File: config.mk
export PLATFORM = sky130hd
export DESIGN_NAME = byp_hazard_unit
export DESIGN_NICKNAME = d
export VERILOG_FILES = /design/src/rtl/byp_pkg.sv /design/src/rtl/byp_inflight.sv /design/src/rtl/byp_operand.sv /design/src/rtl/byp_hazard_unit.sv
export SDC_FILE = /design/constraint.sdc
export NUM_CORES = 1
export LEC_CHECK = 0
export CAP_MARGIN = 30
export CELL_PAD_IN_SITES_DETAIL_PLACEMENT = 0
export CELL_PAD_IN_SITES_GLOBAL_PLACEMENT = 1
export CORE_AREA = 2 2 266 268
export CTS_CLUSTER_DIAMETER = 80
export CTS_CLUSTER_SIZE = 25
export DETAILED_ROUTE_END_ITERATION = 6
export DIE_AREA = 0 0 268 270
export DONT_BUFFER_PORTS = 1
export MAX_ROUTING_LAYER = met4
export PLACE_DENSITY_LB_ADDON = 0.1
export SKIP_CTS_REPAIR_TIMING = 1
export SLEW_MARGIN = 30
export SYNTH_ARGS = -nofsm -noshare
export SYNTH_HDL_FRONTEND = slang
export SYNTH_SLANG_ARGS = --single-unit
File: constraint.sdc
create_clock -name clk_i -period 7.3 [get_ports clk_i]
set_input_delay 1.095 -clock clk_i [delete_from_list [all_inputs] [get_ports clk_i]]
set_output_delay 1.095 -clock clk_i [all_outputs]
set_load 0.005 [all_outputs]
File: src/rtl/byp_pkg.sv
package byp_pkg;
  localparam int unsigned SEL_RF   = 0;
  localparam int unsigned SEL_HOLD = 1;
  localparam int unsigned SEL_BYP0 = 2;
endpackage

File: src/rtl/byp_inflight.sv
module byp_inflight #(
  parameter int unsigned NREG = 32,
  parameter int unsigned TW   = 4,
  localparam int unsigned RW  = $clog2(NREG)
) (
  input  logic                      clk_i,
  input  logic                      rst_ni,
  input  logic                      alloc_v_i,
  input  logic [RW-1:0]             alloc_reg_i,
  input  logic [TW-1:0]             alloc_tag_i,
  input  logic                      cmpl_v_i,
  input  logic [RW-1:0]             cmpl_reg_i,
  input  logic [TW-1:0]             cmpl_tag_i,
  output logic [NREG-1:0]           busy_o,
  output logic [NREG-1:0][TW-1:0]   tag_o
);
  for (genvar i = 0; i < NREG; i++) begin : g_ent
    always_ff @(posedge clk_i or negedge rst_ni) begin
      if (!rst_ni) begin
        busy_o[i] <= 1'b0;
        tag_o[i]  <= '0;
      end else if (alloc_v_i && alloc_reg_i == RW'(i)) begin
        busy_o[i] <= 1'b1;
        tag_o[i]  <= alloc_tag_i;
      end else if (cmpl_v_i && cmpl_reg_i == RW'(i) && cmpl_tag_i == tag_o[i]) begin
        busy_o[i] <= 1'b0;
      end
    end
  end

  a_r10_alloc_busy: assert property (@(posedge clk_i) disable iff (!rst_ni)
    alloc_v_i |=> busy_o[$past(alloc_reg_i)]);

  a_r10_foreign_tag: assert property (@(posedge clk_i) disable iff (!rst_ni)
    (cmpl_v_i && busy_o[cmpl_reg_i] && cmpl_tag_i != tag_o[cmpl_reg_i])
      |=> busy_o[$past(cmpl_reg_i)]);
endmodule

File: src/rtl/byp_operand.sv
module byp_operand #(
  parameter int unsigned RW = 5,
  parameter int unsigned TW = 4,
  parameter int unsigned DW = 64,
  parameter int unsigned NB = 3,
  localparam int unsigned SW = $clog2(NB + 2)
) (
  input  logic                   clk_i,
  input  logic                   rst_ni,
  input  logic                   need_i,
  input  logic                   clr_i,
  input  logic [RW-1:0]          src_reg_i,
  input  logic                   busy_i,
  input  logic [TW-1:0]          busy_tag_i,
  input  logic [DW-1:0]          rf_data_i,
  input  logic [NB-1:0]          byp_valid_i,
  input  logic [NB-1:0]          byp_slow_i,
  input  logic [NB-1:0][RW-1:0]  byp_reg_i,
  input  logic [NB-1:0][TW-1:0]  byp_tag_i,
  input  logic [NB-1:0][DW-1:0]  byp_data_i,
  input  logic                   cmpl_v_i,
  input  logic [RW-1:0]          cmpl_reg_i,
  input  logic                   cmpl_suppr_i,
  output logic [DW-1:0]          data_o,
  output logic [SW-1:0]          sel_o,
  output logic                   ready_o
);
  import byp_pkg::*;

  logic [NB-1:0] match;
  logic          hit;
  logic [SW-1:0] hit_sel;
  logic [TW-1:0] hit_tag;
  logic [DW-1:0] hit_data;
  logic          hold_v_q;
  logic [DW-1:0] hold_q;

  for (genvar k = 0; k < NB; k++) begin : g_m
    assign match[k] = byp_valid_i[k] && !byp_slow_i[k] && byp_reg_i[k] == src_reg_i;
  end

  // descending scan: lowest index (youngest) overwrites
  always_comb begin
    hit      = 1'b0;
    hit_sel  = SW'(SEL_RF);
    hit_tag  = '0;
    hit_data = '0;
    for (int k = NB - 1; k >= 0; k--) begin
      if (match[k]) begin
        hit      = 1'b1;
        hit_sel  = SW'(SEL_BYP0 + k);
        hit_tag  = byp_tag_i[k];
        hit_data = byp_data_i[k];
      end
    end
  end

  always_comb begin
    if (hit) begin
      data_o = hit_data;
      sel_o  = hit_sel;
    end else if (hold_v_q) begin
      data_o = hold_q;
      sel_o  = SW'(SEL_HOLD);
    end else begin
      data_o = rf_data_i;
      sel_o  = SW'(SEL_RF);
    end
  end

  assign ready_o = !need_i || !busy_i || (hit && hit_tag == busy_tag_i);

  always_ff @(posedge clk_i or negedge rst_ni) begin
    if (!rst_ni) begin
      hold_v_q <= 1'b0;
      hold_q   <= '0;
    end else if (clr_i) begin
      hold_v_q <= 1'b0;
    end else if (hit) begin
      hold_v_q <= 1'b1;
      hold_q   <= hit_data;
    end else if (cmpl_v_i && !cmpl_suppr_i && cmpl_reg_i == src_reg_i) begin
      hold_v_q <= 1'b0;
    end
  end

  for (genvar k = 0; k < NB; k++) begin : g_chk
    a_r4_no_slow_sel: assert property (@(posedge clk_i) disable iff (!rst_ni)
      (sel_o == SW'(SEL_BYP0 + k)) |->
        (byp_valid_i[k] && !byp_slow_i[k] && byp_reg_i[k] == src_reg_i));
    if (k > 0) begin : g_y
      a_r3_youngest: assert property (@(posedge clk_i) disable iff (!rst_ni)
        (sel_o == SW'(SEL_BYP0 + k)) |-> !(|match[k-1:0]));
    end
  end
endmodule

File: src/rtl/byp_hazard_unit.sv
module byp_hazard_unit #(
  parameter int unsigned NREG = 32,
  parameter int unsigned DW   = 64,
  parameter int unsigned TW   = 4,
  parameter int unsigned NSRC = 3,
  parameter int unsigned NB   = 3,
  localparam int unsigned RW  = $clog2(NREG),
  localparam int unsigned SW  = $clog2(NB + 2)
) (
  input  logic                     clk_i,
  input  logic                     rst_ni,
  input  logic                     in_valid_i,
  input  logic [NSRC-1:0]          src_use_i,
  input  logic [NSRC-1:0][RW-1:0]  src_reg_i,
  input  logic [NSRC-1:0][DW-1:0]  rf_data_i,
  input  logic                     dst_we_i,
  input  logic [RW-1:0]            dst_reg_i,
  input  logic [TW-1:0]            dst_tag_i,
  input  logic [NB-1:0]            byp_valid_i,
  input  logic [NB-1:0]            byp_slow_i,
  input  logic [NB-1:0][RW-1:0]    byp_reg_i,
  input  logic [NB-1:0][TW-1:0]    byp_tag_i,
  input  logic [NB-1:0][DW-1:0]    byp_data_i,
  input  logic                     cmpl_valid_i,
  input  logic [RW-1:0]            cmpl_reg_i,
  input  logic [TW-1:0]            cmpl_tag_i,
  input  logic                     cmpl_suppr_i,
  output logic [NSRC-1:0][DW-1:0]  opd_o,
  output logic [NSRC-1:0][SW-1:0]  opd_sel_o,
  output logic                     stall_o,
  output logic                     issue_o
);
  logic [NREG-1:0]         busy;
  logic [NREG-1:0][TW-1:0] btag;
  logic [NSRC-1:0]         ready;

  assign stall_o = in_valid_i && !(&ready);
  assign issue_o = in_valid_i && !stall_o;

  byp_inflight #(.NREG(NREG), .TW(TW)) u_tbl (
    .clk_i       (clk_i),
    .rst_ni      (rst_ni),
    .alloc_v_i   (issue_o && dst_we_i),
    .alloc_reg_i (dst_reg_i),
    .alloc_tag_i (dst_tag_i),
    .cmpl_v_i    (cmpl_valid_i),
    .cmpl_reg_i  (cmpl_reg_i),
    .cmpl_tag_i  (cmpl_tag_i),
    .busy_o      (busy),
    .tag_o       (btag)
  );

  for (genvar s = 0; s < NSRC; s++) begin : g_src
    byp_operand #(.RW(RW), .TW(TW), .DW(DW), .NB(NB)) u_opd (
      .clk_i        (clk_i),
      .rst_ni       (rst_ni),
      .need_i       (in_valid_i && src_use_i[s]),
      .clr_i        (issue_o || !(in_valid_i && src_use_i[s])),
      .src_reg_i    (src_reg_i[s]),
      .busy_i       (busy[src_reg_i[s]]),
      .busy_tag_i   (btag[src_reg_i[s]]),
      .rf_data_i    (rf_data_i[s]),
      .byp_valid_i  (byp_valid_i),
      .byp_slow_i   (byp_slow_i),
      .byp_reg_i    (byp_reg_i),
      .byp_tag_i    (byp_tag_i),
      .byp_data_i   (byp_data_i),
      .cmpl_v_i     (cmpl_valid_i),
      .cmpl_reg_i   (cmpl_reg_i),
      .cmpl_suppr_i (cmpl_suppr_i),
      .data_o       (opd_o[s]),
      .sel_o        (opd_sel_o[s]),
      .ready_o      (ready[s])
    );
  end

  a_r11_stall_needs_valid: assert property (@(posedge clk_i) disable iff (!rst_ni)
    stall_o |-> in_valid_i);

  a_r5_unused_no_stall: assert property (@(posedge clk_i) disable iff (!rst_ni)
    (in_valid_i && src_use_i == '0) |-> !stall_o);

  a_r1_free_issue: assert property (@(posedge clk_i) disable iff (!rst_ni)
    (in_valid_i && ((src_use_i & NSRC'(0)) == '0) && (busy == '0)) |-> issue_o);
endmodule

; ---- After elaboration in Yosys (flattened, before gate mapping)
; Cells that the tools add are included.
[op_classes]
magnitude_cmp = 3
eq_ne = 109
mux = 133
n_bitwise = 3
reduce_logical = 183
[ops]
columns = op, n
row1 = $mux W64, 15
row2 = $eq A5 B5 Y1 const B, 32
row3 = $eq A4 B4 Y1, 35
row4 = $logic_and A1 B1 Y1, 121
row5 = $mux W1, 88
row6 = $eq A5 B4 Y1 const B, 16
row7 = $reduce_bool A2 Y1, 32
row8 = $bmux W4 S5, 3
row9 = $eq A5 B5 Y1, 12
row10 = $mux W4, 12
row11 = $eq A5 B3 Y1 const B, 8
row12 = $mux W3, 12
row13 = $eq A5 B2 Y1 const B, 4
row14 = $lt A5 B6 Y1 const B, 3
row15 = $bmux W1 S5, 3
row16 = $logic_not A1 Y1, 12
row17 = $eq A5 B1 Y1 const B, 2
row18 = $logic_not A5 Y1, 2
row19 = $logic_or A1 B1 Y1, 9
row20 = $reduce_bool A3 Y1, 3
row21 = $reduce_and A2 Y1, 3
row22 = $not A1 Y1, 3
row23 = $reduce_and A3 Y1, 1
[word_totals]
reg_bits = 355
word_cells = 501

; ---- Depth between registers and ports, before layout
[logic_depth]
depth_word = 17
ltp_mapped = 16
depth_no_buf = 10

; ---- Modules after synthesis
; Synthesis repeated with hierarchy kept, for this count alone.
[unflattened]
hier_cells = 2545
area_unflattened_um2 = 26645.6
[modules_own_cells]
columns = mod, instances, cells_per_inst, area_per_inst_um2, seq_area_each_um2
row1 = byp_operand, 3, 576, 4989.8, 1626.6
row2 = byp_inflight, 1, 608, 7870.0, 4003.8
row3 = byp_hazard_unit, 1, 209, 3806.2, 0.0

; ---- Worst setup path after synthesis
; Ideal clock, no wire load.
[synth_timing]
kind = input-to-output
startpoint = input src_reg_i[10] (netlist bit)
endpoint = output issue_o
arrival_ns = 3.657
required_ns = 6.205
slack_ns = 2.548
stages = 12
n_path_buf = 4
cell_sequence = buf_2 > buf_2 > mux4_2 > mux2i_1 > nor3_1 > nor3_1 > xnor2_1 > o41a_1 > nor3_2 > buf_4 > buf_6 > and2_1
[synth_between]
elab_chain_len = 13
elab_cells_between_ends = 26
cone_classes = eq/ne (4) / mux (10) / reduce/logical (12)
[synth_rtl]
columns = item, line_no
row1 = "start, declared", byp_hazard_unit.sv:14  ; input logic [NSRC-1:0][RW-1:0] src_reg_i,
row2 = $eq A5 B5 Y1, byp_operand.sv:39  ; assign match[k] = byp_valid_i[k] && !byp_slow_i[k] && byp_reg_i[k] == src_reg_i;
row3 = $logic_and A1 B1 Y1, byp_operand.sv:39
row4 = $mux W4 (3 in a row), byp_operand.sv:49  ; if (match[k]) begin
row5 = $eq A4 B4 Y1, byp_operand.sv:71  ; assign ready_o = !need_i || !busy_i || (hit && hit_tag == busy_tag_i);
row6 = $logic_and A1 B1 Y1, byp_operand.sv:71
row7 = $logic_or A1 B1 Y1 (*), byp_operand.sv:71
row8 = $reduce_and A3 Y1 (*), byp_hazard_unit.sv:37  ; assign stall_o = in_valid_i && !(&ready);
row9 = $logic_not A1 Y1 (*), byp_hazard_unit.sv:37
row10 = $logic_and A1 B1 Y1 (*), byp_hazard_unit.sv:37
row11 = $logic_not A1 Y1 (*), byp_hazard_unit.sv:38  ; assign issue_o = in_valid_i && !stall_o;
row12 = $logic_and A1 B1 Y1 (*), byp_hazard_unit.sv:38
row13 = "end, declared", byp_hazard_unit.sv:31  ; output logic issue_o
; Every way passes the cells marked *; elsewhere a longest branch is shown, timed or not. The select of a mux whose other input is x is not followed.

; ---- Final worst setup path
[layout_timing]
startpoint = input byp_valid_i[2]
endpoint = output issue_o
[layout_between]
elab_chain_len = 13
elab_cells_between_ends = 36
cone_classes = eq/ne (3) / mux (18) / reduce/logical (15)
[layout_rtl]
columns = item, line_no
row1 = "start, declared", byp_hazard_unit.sv:19  ; input logic [NB-1:0] byp_valid_i,
row2 = $logic_and A1 B1 Y1 (*), byp_operand.sv:39
row3 = $logic_and A1 B1 Y1, byp_operand.sv:39
row4 = $mux W4 (3 in a row), byp_operand.sv:49
row5 = $eq A4 B4 Y1, byp_operand.sv:71
row6 = $logic_and A1 B1 Y1, byp_operand.sv:71
row7 = $logic_or A1 B1 Y1, byp_operand.sv:71
row8 = $reduce_and A3 Y1 (*), byp_hazard_unit.sv:37
row9 = $logic_not A1 Y1 (*), byp_hazard_unit.sv:37
row10 = $logic_and A1 B1 Y1 (*), byp_hazard_unit.sv:37
row11 = $logic_not A1 Y1 (*), byp_hazard_unit.sv:38
row12 = $logic_and A1 B1 Y1 (*), byp_hazard_unit.sv:38
; Every way passes the cells marked *; elsewhere a longest branch is shown, timed or not.

==> flow_summary.toml <==
[place]
place_area_sq_um = 27800
dp.cells = 3424
dp_hpwl_mm = 98.5
gp_congestion = 0.999
portBuffers = 0

[clock_tree]
clkTransAtPathRegs_ns = 0.09
clk_latency_ns = 0.58
clock_path_buffers = 3
cts_sinks = 355
cts.htree.levels = 2
clockRootBuffer = "clkbuf_16"
numCtsBuffers = 34
cts_tree = "built"

[yosys]
yosys_most_used_dff = "dfrtp_1"
ys.warnings.count = 0
synth_common_cells = "mux2i_1 (423), dfrtp_1 (355), o21ai_0 (343), inv_1 (166), mux2_2 (160)"
synth_xor_xnor_area_share_pct = 6.26
synth-async-reset-ratio_pct = 100
synth_top_family_by_area = "multiplexers"
avgSynthCellArea_sq_um = 10.1
synth-adder-area-share_pct = 0
synth-seq-cells = 355
synth_edf_count = 0
synth_most_common_cell = "mux2i_1"
muxShareOfSynthArea_pct = 30.7
synth_top_area_share_pct = 32.2
synthSimpleGateAreaFrac_pct = 6.70
syn-num-nets = 3174
synthTopCellsByArea = "dfrtp_1 (32%), mux2i_1 (15%), mux4_2 (7.5%), mux2_2 (6.5%), o21ai_0 (6.2%)"
post-synth-top-area-cell = "dfrtp_1"
synth_compound_area_share_pct = 17.0
synth.distinct_cells = 70
synth_area_sq_um = 27600
synth-seq-area-share_pct = 32.2
synthCells = 2715

[sta]
post-route-period-util_pct = 75.3
rsz0062_at_grt = "no"
fin_worst_skew_ns = 0.0317
holdWs_ns = 0.219
tightest_slew_ns = 1.05
tns_ns = 0
slew_headroom_pct = 29.7
fmax_ghz = 0.182
slew_viol_final = 0
hold_viol = 0
setup_viol = 0
period_minus_slack_ns = 5.50

[die]
die_w_um = 268
die_area_sq_um = 72400
chipHeight_um = 270
io_pins = 662
row_count = 97
core_area_sq_um = 69500
start_util_pct = 39.6

[grt]
antenna_found_initial = 21
globalRouteTotalUtil_pct = 37.3
grt.overflow.total = 0
grt_pass1_vias = 22600
grt_start_max_net_pins = 356
grt_pass1_wl_mm = 188

[routing]
routed_wl_mm = 135
drtPass1Iterations = 6
vias_per_cell = 6.71
wire_per_inst_um = 38.5
dr.first_iter.drc_count = 2635
drt_drc_violations_left = 0
vias = 23500
antenna_left = 0

[pwr]
p_per_area_nw_per_um2 = 187
peakVddDrop_mv = 0.167
power.leakage_nw = 12.1

[cells_and_area]
drive_above_1_share_pct = 15.2
fin_nets = 2979
area.sequential_sq_um = 8890
final_area_sq_um = 29100
area_growth_pct = 5.43
multiInputGateArea_sq_um = 16800
nFillCells = 6736
postLayoutCoreUtil_pct = 41.8
instances_no_fill = 3504

[worst_setup_path]
cp-end-kind = "primary output"
critPathLaunchType = "primary input"
critPathKind = "in2out"
arrival_ns = 4.40
path_max_fanout = 17
rr_worst_depth = 13
cp_data_required_time_ns = 6.20

[job]
maxCapViolCount = 0

[min_path]
hold_class = "in2async"

[outcome]
status = "finished, final reports clean"
report_power, final:
part	switching [W]	internal, W	leakage (nW)	total (W)
sequential	0.000298	0.00217	4.03	0.00247
combinational	0.000474	0.000512	7.54	0.000986
clock	0.000994	0.000979	0.563	0.00197
cell usage in the layout, fill, tap and decap left out, types with 18 or more instances in the layout:
master | synthesis | final
nand3_1 | 59 | 56
o21ai_0 | 343 | 343
o21bai_1 | 35 | 35
nor2_1 | 45 | 42
buf_4 | 6 | 35
inv_1 | 166 | 165
a22oi_1 | 63 | 63
nand4_1 | 18 | 18
xor2_1 | 105 | 105
nor2b_1 | 20 | 20
and3_1 | 37 | 36
a21oi_1 | 24 | 24
nand2_1 | 75 | 75
dfrtp_1 | 355 | 352
a221o_1 | 148 | 148
mux4_2 | 92 | 92
mux2i_1 | 423 | 423
diode_2 | 0 | 20
mux2_2 | 160 | 160
a21o_1 | 21 | 21
xnor2_1 | 92 | 92
clkbuf_16 | 0 | 35
nor4_1 | 22 | 22
cell families after synthesis:
family                 count (synthesis)
multiplexers                         693
AO/OA/AOI/OAI                        689
buffers and inverters                436
flip-flops                           355
AND/OR/NAND/NOR                      345
XOR/XNOR                             197
worst max-delay path, stage by stage:
cell	delay [ns]
nor2b_1	0.59
nand2_1	0.22
a211oi_4	0.78
a221o_1	0.28
and3_1	0.14
o21ai_0	0.08
o41a_1	0.47
nor3_4	0.41
and2_1	0.32
routing by layer:
layer / routed length, um / part of all wire (%) / GRT usage [%] / up-vias
li1: - / - / - / 9742
met1: 53500 / 40 / 46.4 / 12200
met3: 13500 / 10 / 10.6 / 246
met2: 62200 / 46 / 57.7 / 1335
met5: 0 / 0 / - / -
met4: 5540 / 4.1 / 13.0 / 0
path summary, 6_finish.rpt:
kind | slack (ns) | to | start
max in group asynchronous | 6.28 | g_src[1].u_opd.hold_q[52] | rst_ni
worst max register to register | 2.79 | g_src[2].u_opd.hold_q[22] | u_tbl.tag_o[117]
worst min register to register | 0.51 | g_src[1].u_opd.hold_q[34] | g_src[1].u_opd.hold_q[34]
min in group clk_i | 0.51 | g_src[1].u_opd.hold_q[34] | g_src[1].u_opd.hold_q[34]
worst min-delay path | 0.22 | u_tbl.tag_o[58] | rst_ni
worst max-delay path | 1.80 | issue_o | byp_valid_i[2]
final cells by class:
type                    count  share of cell area, %
clock inverters            23                  0.973
inverters                 168                   2.17
clock buffers              37                   3.08
flip-flops and latches    355                   30.6
diodes                     20                  0.172
multi-input cells        1924                   57.9
well taps                 940                   4.05
repair buffers             37                   1.04
registers in the layout, indices dropped and copies added, names as in the netlist:
signal	cells
u_tbl.busy_o	32
g_src.u_opd.hold_v_q	3
g_src.u_opd.hold_q	192
u_tbl.tag_o	128
stage by stage:
step	power [W]	setup slack [ns]
detailed placement	0.00347	1.62
finish	0.00543	1.80
floorplan	0.00317	2.55
global placement	0.00344	1.69
CTS	0.00544	1.86
global route	0.00563	1.64
No activity file was read; power rests on OpenSTA's default activity.
